[src/rtl/stx_pkg.sv]
package stx_pkg;

  typedef enum logic [1:0] {
    FMT_8N1 = 2'd0,
    FMT_8P1 = 2'd1,
    FMT_8N2 = 2'd2,
    FMT_9N1 = 2'd3
  } fmt_e;

  typedef struct packed {
    logic ctl;
    fmt_e fmt;
  } frame_cfg_t;

endpackage

[src/rtl/stx_rst_sync.sv]
module stx_rst_sync (
  input  logic clk,
  input  logic rst_n,
  output logic rst_sync_n
);

  logic meta_q;
  logic sync_q;

  always_ff @(posedge clk or negedge rst_n) begin
    if (!rst_n) begin
      meta_q <= 1'b0;
      sync_q <= 1'b0;
    end else begin
      meta_q <= 1'b1;
      sync_q <= meta_q;
    end
  end

  assign rst_sync_n = sync_q;

endmodule

[src/rtl/stx_hold.sv]
module stx_hold #(
  parameter int DATA_W = 8
) (
  input  logic                 clk,
  input  logic                 rst_n,
  input  logic                 wr_en,
  input  logic [DATA_W-1:0]    wr_data,
  input  stx_pkg::frame_cfg_t  wr_cfg,
  input  logic                 take,
  output logic                 full,
  output logic                 accept,
  output logic [DATA_W-1:0]    data_q,
  output stx_pkg::frame_cfg_t  cfg_q
);

  logic                full_q, full_n;
  logic [DATA_W-1:0]   data_n;
  stx_pkg::frame_cfg_t cfg_n;

  assign accept = wr_en & ~full_q;
  assign full   = full_q;

  always_comb begin
    full_n = full_q;
    data_n = data_q;
    cfg_n  = cfg_q;
    if (take) begin
      full_n = 1'b0;
    end
    if (accept) begin
      full_n = 1'b1;
      data_n = wr_data;
      cfg_n  = wr_cfg;
    end
  end

  always_ff @(posedge clk or negedge rst_n) begin
    if (!rst_n) begin
      full_q <= 1'b0;
      data_q <= '0;
      cfg_q  <= '{ctl: 1'b0, fmt: stx_pkg::FMT_8N1};
    end else begin
      full_q <= full_n;
      if (accept) begin
        data_q <= data_n;
        cfg_q  <= cfg_n;
      end
    end
  end

endmodule

[src/rtl/stx_framer.sv]
module stx_framer #(
  parameter int DATA_W = 8,
  localparam int PAY_W = DATA_W + 2,
  localparam int CNT_W = $clog2(DATA_W + 4)
) (
  input  logic [DATA_W-1:0]   data,
  input  stx_pkg::frame_cfg_t cfg,
  output logic [PAY_W-1:0]    payload,
  output logic [CNT_W-1:0]    len
);

  localparam logic [CNT_W-1:0] LEN_SHORT = CNT_W'(DATA_W + 2);
  localparam logic [CNT_W-1:0] LEN_LONG  = CNT_W'(DATA_W + 3);

  logic slot;

  always_comb begin
    case (cfg.fmt)
      stx_pkg::FMT_8P1: slot = (^data) ^ cfg.ctl;
      stx_pkg::FMT_9N1: slot = cfg.ctl;
      default:          slot = 1'b1;
    endcase
  end

  assign payload = {1'b1, slot, data};
  assign len     = (cfg.fmt == stx_pkg::FMT_8N1) ? LEN_SHORT : LEN_LONG;

endmodule

[src/rtl/stx_shifter.sv]
module stx_shifter #(
  parameter int DATA_W = 8,
  localparam int PAY_W = DATA_W + 2,
  localparam int CNT_W = $clog2(DATA_W + 4)
) (
  input  logic             clk,
  input  logic             rst_n,
  input  logic             tick,
  input  logic             pending,
  input  logic [PAY_W-1:0] payload,
  input  logic [CNT_W-1:0] len,
  output logic             txd,
  output logic             take,
  output logic             done
);

  logic             busy_q, busy_n;
  logic [CNT_W-1:0] cnt_q, cnt_n;
  logic [PAY_W-1:0] sr_q, sr_n;
  logic             txd_q, txd_n;
  logic             last_bit;

  assign last_bit = busy_q & (cnt_q == CNT_W'(1));
  assign take     = tick & pending & (~busy_q | last_bit);
  assign done     = tick & last_bit & ~pending;
  assign txd      = txd_q;

  always_comb begin
    busy_n = busy_q;
    cnt_n  = cnt_q;
    sr_n   = sr_q;
    txd_n  = txd_q;
    if (take) begin
      busy_n = 1'b1;
      cnt_n  = len;
      sr_n   = payload;
      txd_n  = 1'b0;
    end else if (tick && busy_q) begin
      if (last_bit) begin
        busy_n = 1'b0;
        txd_n  = 1'b1;
      end else begin
        txd_n = sr_q[0];
        sr_n  = {1'b1, sr_q[PAY_W-1:1]};
        cnt_n = cnt_q - CNT_W'(1);
      end
    end
  end

  always_ff @(posedge clk or negedge rst_n) begin
    if (!rst_n) begin
      busy_q <= 1'b0;
      cnt_q  <= '0;
      sr_q   <= '1;
      txd_q  <= 1'b1;
    end else if (tick) begin
      busy_q <= busy_n;
      cnt_q  <= cnt_n;
      sr_q   <= sr_n;
      txd_q  <= txd_n;
    end
  end

endmodule

[src/rtl/serial_tx_core.sv]
module serial_tx_core #(
  parameter int DATA_W = 8,
  localparam int PAY_W = DATA_W + 2,
  localparam int CNT_W = $clog2(DATA_W + 4)
) (
  input  logic              clk,
  input  logic              rst_n,
  input  logic              wr_en,
  input  logic [DATA_W-1:0] wr_data,
  input  logic              wr_ctl,
  input  logic [1:0]        wr_fmt,
  input  logic              bit_tick,
  input  logic              hold_empty_ie,
  input  logic              tx_done_ie,
  output logic              txd,
  output logic              hold_empty,
  output logic              tx_done,
  output logic              irq
);

  logic                rst_sync_n;
  logic                full;
  logic                accept;
  logic                take;
  logic                done;
  logic [DATA_W-1:0]   hold_data;
  stx_pkg::frame_cfg_t hold_cfg;
  stx_pkg::frame_cfg_t wr_cfg;
  logic [PAY_W-1:0]    payload;
  logic [CNT_W-1:0]    len;
  logic                tc_q, tc_n;

  assign wr_cfg = '{ctl: wr_ctl, fmt: stx_pkg::fmt_e'(wr_fmt)};

  stx_rst_sync u_rst (
    .clk        (clk),
    .rst_n      (rst_n),
    .rst_sync_n (rst_sync_n)
  );

  stx_hold #(.DATA_W(DATA_W)) u_hold (
    .clk     (clk),
    .rst_n   (rst_sync_n),
    .wr_en   (wr_en),
    .wr_data (wr_data),
    .wr_cfg  (wr_cfg),
    .take    (take),
    .full    (full),
    .accept  (accept),
    .data_q  (hold_data),
    .cfg_q   (hold_cfg)
  );

  stx_framer #(.DATA_W(DATA_W)) u_framer (
    .data    (hold_data),
    .cfg     (hold_cfg),
    .payload (payload),
    .len     (len)
  );

  stx_shifter #(.DATA_W(DATA_W)) u_shift (
    .clk     (clk),
    .rst_n   (rst_sync_n),
    .tick    (bit_tick),
    .pending (full),
    .payload (payload),
    .len     (len),
    .txd     (txd),
    .take    (take),
    .done    (done)
  );

  always_comb begin
    tc_n = tc_q;
    if (accept) begin
      tc_n = 1'b0;
    end else if (done) begin
      tc_n = 1'b1;
    end
  end

  always_ff @(posedge clk or negedge rst_sync_n) begin
    if (!rst_sync_n) begin
      tc_q <= 1'b1;
    end else begin
      tc_q <= tc_n;
    end
  end

  assign hold_empty = ~full;
  assign tx_done    = tc_q;
  assign irq        = (hold_empty & hold_empty_ie) | (tc_q & tx_done_ie);

endmodule

[config.mk]
export PLATFORM = sky130hd
export DESIGN_NAME = serial_tx_core
export DESIGN_NICKNAME = d
export VERILOG_FILES = /design/src/rtl/stx_pkg.sv /design/src/rtl/stx_rst_sync.sv /design/src/rtl/stx_hold.sv /design/src/rtl/stx_framer.sv /design/src/rtl/stx_shifter.sv /design/src/rtl/serial_tx_core.sv
export SDC_FILE = /design/constraint.sdc
export NUM_CORES = 1
export LEC_CHECK = 0
export BUFFER_PORTS_ARGS = -buffer_cell sky130_fd_sc_hd__buf_2
export CAP_MARGIN = 10
export CORE_MARGIN = 2
export CORE_UTILIZATION = 25
export CTS_CLUSTER_DIAMETER = 200
export CTS_CLUSTER_SIZE = 40
export DETAILED_ROUTE_END_ITERATION = 8
export PLACE_DENSITY = 0.49
export SETUP_SLACK_MARGIN = 0.05
export SLEW_MARGIN = 5
export SYNTH_ARGS = -nofsm -noshare
export SYNTH_HDL_FRONTEND = slang
export SYNTH_SLANG_ARGS = --single-unit
[constraint.sdc]
create_clock -name clk -period 1.7 [get_ports clk]
set_input_delay 0.085 -clock clk [delete_from_list [all_inputs] [get_ports clk]]
set_output_delay 0.085 -clock clk [all_outputs]
set_load 0.05 [all_outputs]
# Word-level counts from Yosys, hierarchy flattened
# Index checks and enable logic that the tools add are counted.
# op_classes
addsub	1
eq_ne	4
muxes	18
bitwise	13
reduce_logical	10
# op_table
operator	n
$mux W10	3
$mux W4	3
$mux W1	11
$and A1 B1 Y1	8
$reduce_bool A2 Y1	4
$reduce_xor A8 Y1	1
$reduce_and A3 Y1	2
$eq A4 B1 Y1 const B	1
$sub A4 B1 Y4 const B	1
$eq A2 B1 Y1 const B	1
$eq A2 B2 Y1 const B	1
$logic_not A2 Y1	1
$ne A2 B2 Y1 const B	1
$not A1 Y1	2
$or A1 B1 Y1	2
$pmux W1 S2	1
$reduce_and A2 Y1	1
$logic_and A1 B1 Y1	1
$xor A1 B1 Y1	1
# totals
register_bits	31
in_bits	17
out_inout_bits	4
wordCells	57

# Logic depth before layout (Yosys ltp)
# logic_depth
depth_word	6
ltp_mapped	8
mapped_depth_nobuf	7

# Hierarchy
# Synthesis repeated with hierarchy kept, for this count alone.
# unflattened
cells_unflattened	144
hier_area_um2	1687.9
# by_module_without_submodules
module	instances	cells_per_inst	area_per_inst_um2	seq_area_each_um2
stx_shifter	1	83	898.4	414.1
stx_hold	1	27	500.5	300.3
stx_framer	1	26	188.9	0.0
stx_rst_sync	1	3	53.8	50.0
serial_tx_core	1	5	46.3	26.3

# Worst setup path before layout
# No wires, ideal clock.
# synth_timing
path_kind	register to register
startpoint	reg u_shift.cnt_q[0]
endpoint	reg u_shift.sr_q[0]
setup_time_ps	73
t_arrival_ps	1484
required_ps	1627
path_slack_ps	143
path_stages_with_launch	8
path_buffers	1
cell_sequence	dfrtp_1 -> ha_1 -> nor3b_2 -> nand2b_1 -> a21boi_1 -> buf_2 -> nor2_1 -> a21oi_1
# synth_via
elab_chain_len	6
word_cells_on_any_way	8
classes_between	eq/ne: 2; mux: 1; bitwise: 3; reduce/logical: 2
# synth_rtl
item	line	text
from (decl)	stx_shifter.sv:18	logic [CNT_W-1:0] cnt_q, cnt_n;
from (signal assigned)	stx_shifter.sv:58	cnt_q <= cnt_n;
$eq A4 B1 Y1 *	stx_shifter.sv:23	assign last_bit = busy_q & (cnt_q == CNT_W'(1));
$and A1 B1 Y1 *	stx_shifter.sv:23	
$or A1 B1 Y1	stx_shifter.sv:24	assign take = tick & pending & (~busy_q | last_bit);
$and A1 B1 Y1	stx_shifter.sv:24	
$ne A2 B2 Y1 (no line) / $reduce_bool A2 Y1 (equally long branches)	--	
$reduce_and A3 Y1 (no line)	--	
to (signal assigned)	stx_shifter.sv:59	sr_q <= sr_n;
to (decl)	stx_shifter.sv:19	logic [PAY_W-1:0] sr_q, sr_n;
# Mark *: on every way between the ends. The rest lies on a longest branch, timed or not.
# A chain may end at the register's enable or synchronous reset.

# Final worst setup path
# layout_timing
startpoint	reg u_shift.cnt_q[0]
endpoint	reg u_shift.sr_q[8]
# The elaborated chain is that of the path after synthesis.

==> results.txt <==
In the routed layout, each cell is associated on average with a via count of 4.52. The run finished with clean final reports. The number of different library cells used by synthesis comes to 27.

The peak fanout along the critical path is 6, and the share of synthesized area occupied by flip-flops and latches is 55.9%. Entering global routing, the biggest net connects 29 pins. Summed over all instances, the cell type with the most area after synthesis is sky130_fd_sc_hd__dfrtp_1. TritonCTS built the clock tree. The synthesized area was 0.00137 sq mm; the max-slew violation total from the final report was 0.

IR analysis of the VDD net gives a maximum drop of 0.645 mV. Leading register cell type out of synthesis: sky130_fd_sc_hd__dfrtp_1. In this run the biggest area consumer among cell types represents 34.7% of the synthesized area. The logs give 0 ns for the setup TNS and 2 for the total number of H-tree levels. The clock root buffer master is sky130_fd_sc_hd__clkbuf_8. The run gives 126 as the count of mapped cells out of synthesis. For the data required time at the worst endpoint, the log shows 1.90 ns. The width of the die came out at 78.0 microns.

Clock network fraction of total power: 17.6%. STA classifies the critical path startpoint as a flip-flop. Family of cells with the greatest summed delay on the critical path: flip-flops.

Global routing used 9.98% of the available tracks. The number of vias after detailed routing was 1021; the number of global-route vias before repair was 1024. In this run, CTS created clock tree buffers numbering 5.

The signal on the critical path passes through ha_1, nor3b_2, nand2b_4, a21boi_4, buf_6, nor2_1, a31oi_1. Net count of the mapped netlist: 145. The total area inside the core boundary comes to 0.00520 sq mm.

The count of final setup violators is 0, and the floorplan die area is 0.00608 sq mm. Area growth from synthesis to final layout: 24.5%. In the final routed layout, each cell accounts on average for 12.2 microns. Routability-driven placement finished with a final weighted congestion of 0.760. Among all stages on the critical path, the largest delay is contributed by sky130_fd_sc_hd__dfrtp_1.

For this design the total switching power over the nets is 0.00108 W. For the clock latency on the worst-skew pair, the log shows 0.27 ns. Of all flip-flops after synthesis, the portion carrying an async set or reset was 100%. Cells with a size suffix above 1 make up 37.8% of the layout. The global-route wire length before repair is 4.75 mm, and the final antenna-violating net count is 0. The total congestion overflow was 0; the number of buffers and inverters on the critical path was 1. The starting density of the core is 26.3%, and the part of the total power dissipated in combinational logic is 39.0%. The clock-pin slew reported for the worst setup and hold paths after clock tree synthesis came out at 0.06 ns. The initial antenna violation count came out at 0. For the worst setup path, the data arrival time is 1.71 ns.

For this block, the routed nets add up to 2.76 mm of wire. Setup repair after global routing left no endpoint under its margin. The worst path in the final design needs a cycle of 1.52 ns, including I/O delays and setup.

Of the total power, the share spent switching nets is 35.5%. Counting flops with a built-in enable in the synthesized netlist gives 0. 0 antenna diodes ended up in the layout.

The CTS sink count was 30; the least setup slack across all paths after layout was 0.183 ns. In this run the tool buffered the top-level ports with 20 buffer cells. The cell row count is 26, and the worst setup slack after placement is 0.110 ns. Ranked by total cell area, the synthesized netlist is headed by sky130_fd_sc_hd__dfrtp_1, sky130_fd_sc_hd__dfstp_2, sky130_fd_sc_hd__mux2_2, sky130_fd_sc_hd__xnor2_1, sky130_fd_sc_hd__nor2_1. In this run the power density over the cells is 1790 mW/mm^2. The logs give 1.93 mm for the detailed placer's ending HPWL and 2 for the maximum buffer depth of the clock tree. The internal power of the cells totals 0.00196 W.

The worst hold path belongs to the class input port to flip-flop. The final cycle utilization of the critical path is 89.2%, and the mean instance size in the synthesized netlist is 10.9 sq um. The startpoint-to-endpoint class of the critical path was flip-flop to flip-flop. The worst setup path is captured at a flip-flop.

The final-stage net count was 174; the count of yosys warnings during synthesis was 0. Max-cap violations in this run came to 0. The sum of internal, switching and leakage power was 0.00305 W; the final count of hold timing violations was 0. The share of total power dissipated in sequential elements is 43.4%. The floorplan step set the die height to 78.0 microns. The clock arrives with 0.00603 ns of skew. After the first detailed-routing iteration, the DRC count stood at 50.

The tightest hold path in the finished design has a slack of 0.0388 ns. Once layout is complete, the utilization of the core stands at 32.7%. The number of flip-flops and latches in the synthesized netlist came out at 30. In the routed design, unresolved DRC markers number 0. Summed over all cells, the static leakage comes to 0.728 nW.

The highest clock rate was 659 MHz; the largest incremental delay on the critical path was 0.42 ns. During I/O placement, the number of pins put on the boundary was 21. Counting the fill cells in the layout gives 556. The first detailed-routing pass ran for 4 iterations.
## metal layers
metal | share of wire (%) | wire length, microns | up-vias | global-route usage (%)
met3 | 4.4 | 122 | 2 | 3.37
met1 | 44 | 1210 | 502 | 11.7
met4 | 0.47 | 13 | 0 | 4.21
met2 | 51 | 1420 | 14 | 16.6
met5 | 0 | 0 | - | 0
li1 | - | - | 503 | -
## cells in the mapped netlist (2+ instances only)
library cell	n
sky130_fd_sc_hd__ha_1	2
sky130_fd_sc_hd__a22o_1	2
sky130_fd_sc_hd__nor2b_1	2
sky130_fd_sc_hd__a31oi_1	4
sky130_fd_sc_hd__o22ai_1	9
sky130_fd_sc_hd__a21oi_1	10
sky130_fd_sc_hd__nand3_1	5
sky130_fd_sc_hd__inv_1	5
sky130_fd_sc_hd__nand2_1	4
sky130_fd_sc_hd__dfrtp_1	19
sky130_fd_sc_hd__o21ai_0	5
sky130_fd_sc_hd__xnor2_1	7
sky130_fd_sc_hd__dfstp_2	11
sky130_fd_sc_hd__clkbuf_1	2
sky130_fd_sc_hd__mux2_2	11
sky130_fd_sc_hd__nor2_1	15
sky130_fd_sc_hd__buf_2	3
## area by class of cell
class / instances / area, sq um / area share, %
flip-flops and latches: 30 / 764 / 44.9
multi-input cells: 85 / 583 / 34.2
repair buffers: 28 / 170 / 9.99
well taps: 70 / 87.6 / 5.14
clock buffers: 8 / 80.1 / 4.70
inverters: 5 / 18.8 / 1.10
## stage by stage
step           std cells  cell area [sq um]
2_1_floorplan        126               1370
3_3_place_gp         215               1570
6_report             226               1700
3_5_place_dp         215               1570
4_1_cts              224               1660
5_1_grt              226               1700
## cell families (layout without fill, tap and decap cells)
kind of cell	count (synthesis)	in the layout	synth area share [%]
other	1	1	0.274
buffers and inverters	11	41	3.29
AND/OR/NAND/NOR	30	30	10.1
XOR/XNOR	7	7	4.48
AO/OA/AOI/OAI	34	34	15.1
flip-flops	30	30	55.9
adder cells (fa/ha/maj)	2	2	1.83
multiplexers	11	11	9.05
## what timing repair did
action,in CTS,in global routing
hold endpoints to repair,2,0
hold buffers,1,0
setup endpoints to repair,0,12
setup buffers,0,1
resized for setup,0,10
## power by group through the flow
stage	combinational [W]	sequential [W]	clock (W)
after floorplan	0.000904	0.00133	0
after global placement	0.00114	0.00132	0
after detailed placement	0.00116	0.00133	0
after CTS	0.00117	0.00132	0.000566
after global routing	0.00132	0.00136	0.000604
final	0.00119	0.00132	0.000536
## worst reg2reg max path, cell delays in order, from the launching register on
cell	delay (ns)
sky130_fd_sc_hd__dfrtp_1	0.42
sky130_fd_sc_hd__ha_1	0.21
sky130_fd_sc_hd__nor3b_2	0.15
sky130_fd_sc_hd__nand2b_4	0.16
sky130_fd_sc_hd__a21boi_4	0.17
sky130_fd_sc_hd__buf_6	0.14
sky130_fd_sc_hd__nor2_1	0.04
sky130_fd_sc_hd__a31oi_1	0.14
## sequential cells by signal (all words and copies together) (netlist names), 3 cells and up
name / count
u_hold.data_q: 8
u_hold.cfg_q: 3
u_shift.cnt_q: 4
u_shift.sr_q: 9
## path summary, 6_finish.rpt
check	start	end	slack, ns	cells past startpoint
hold / removal	wr_fmt[1]	u_hold.cfg_q[1]$_DFFE_PN0P_	0.04	2
setup / recovery	u_shift.cnt_q[0]$_DFFE_PN0P_	u_shift.sr_q[8]$_DFFE_PN1P_	0.18	7
hold reg to reg	u_rst.rst_sync_n$_DFF_PN0_	u_hold.data_q[2]$_DFFE_PN0P_	0.24	1
min in group asynchronous	rst_n	u_rst.rst_sync_n$_DFF_PN0_	0.12	2
setup reg to reg	u_shift.cnt_q[0]$_DFFE_PN0P_	u_shift.sr_q[8]$_DFFE_PN1P_	0.18	7
max in group asynchronous	u_rst.rst_sync_n$_DFF_PN0_	u_shift.sr_q[7]$_DFFE_PN1P_	1.15	1
## cell usage in the layout, fill, tap and decap left out, types with 2 or more instances in the layout
cell / n
sky130_fd_sc_hd__o21ai_0: 5
sky130_fd_sc_hd__xnor2_1: 7
sky130_fd_sc_hd__clkbuf_8: 5
sky130_fd_sc_hd__a21oi_1: 10
sky130_fd_sc_hd__dfstp_2: 11
sky130_fd_sc_hd__ha_1: 2
sky130_fd_sc_hd__buf_6: 2
sky130_fd_sc_hd__inv_1: 5
sky130_fd_sc_hd__nor2_1: 15
sky130_fd_sc_hd__dfrtp_1: 19
sky130_fd_sc_hd__o22ai_1: 9
sky130_fd_sc_hd__nand3_1: 5
sky130_fd_sc_hd__mux2_2: 11
sky130_fd_sc_hd__clkbuf_1: 3
sky130_fd_sc_hd__a22o_1: 2
sky130_fd_sc_hd__buf_4: 5
sky130_fd_sc_hd__nand2_1: 3
sky130_fd_sc_hd__buf_2: 20
sky130_fd_sc_hd__a31oi_1: 4
Power figures use the tool's default switching activity.
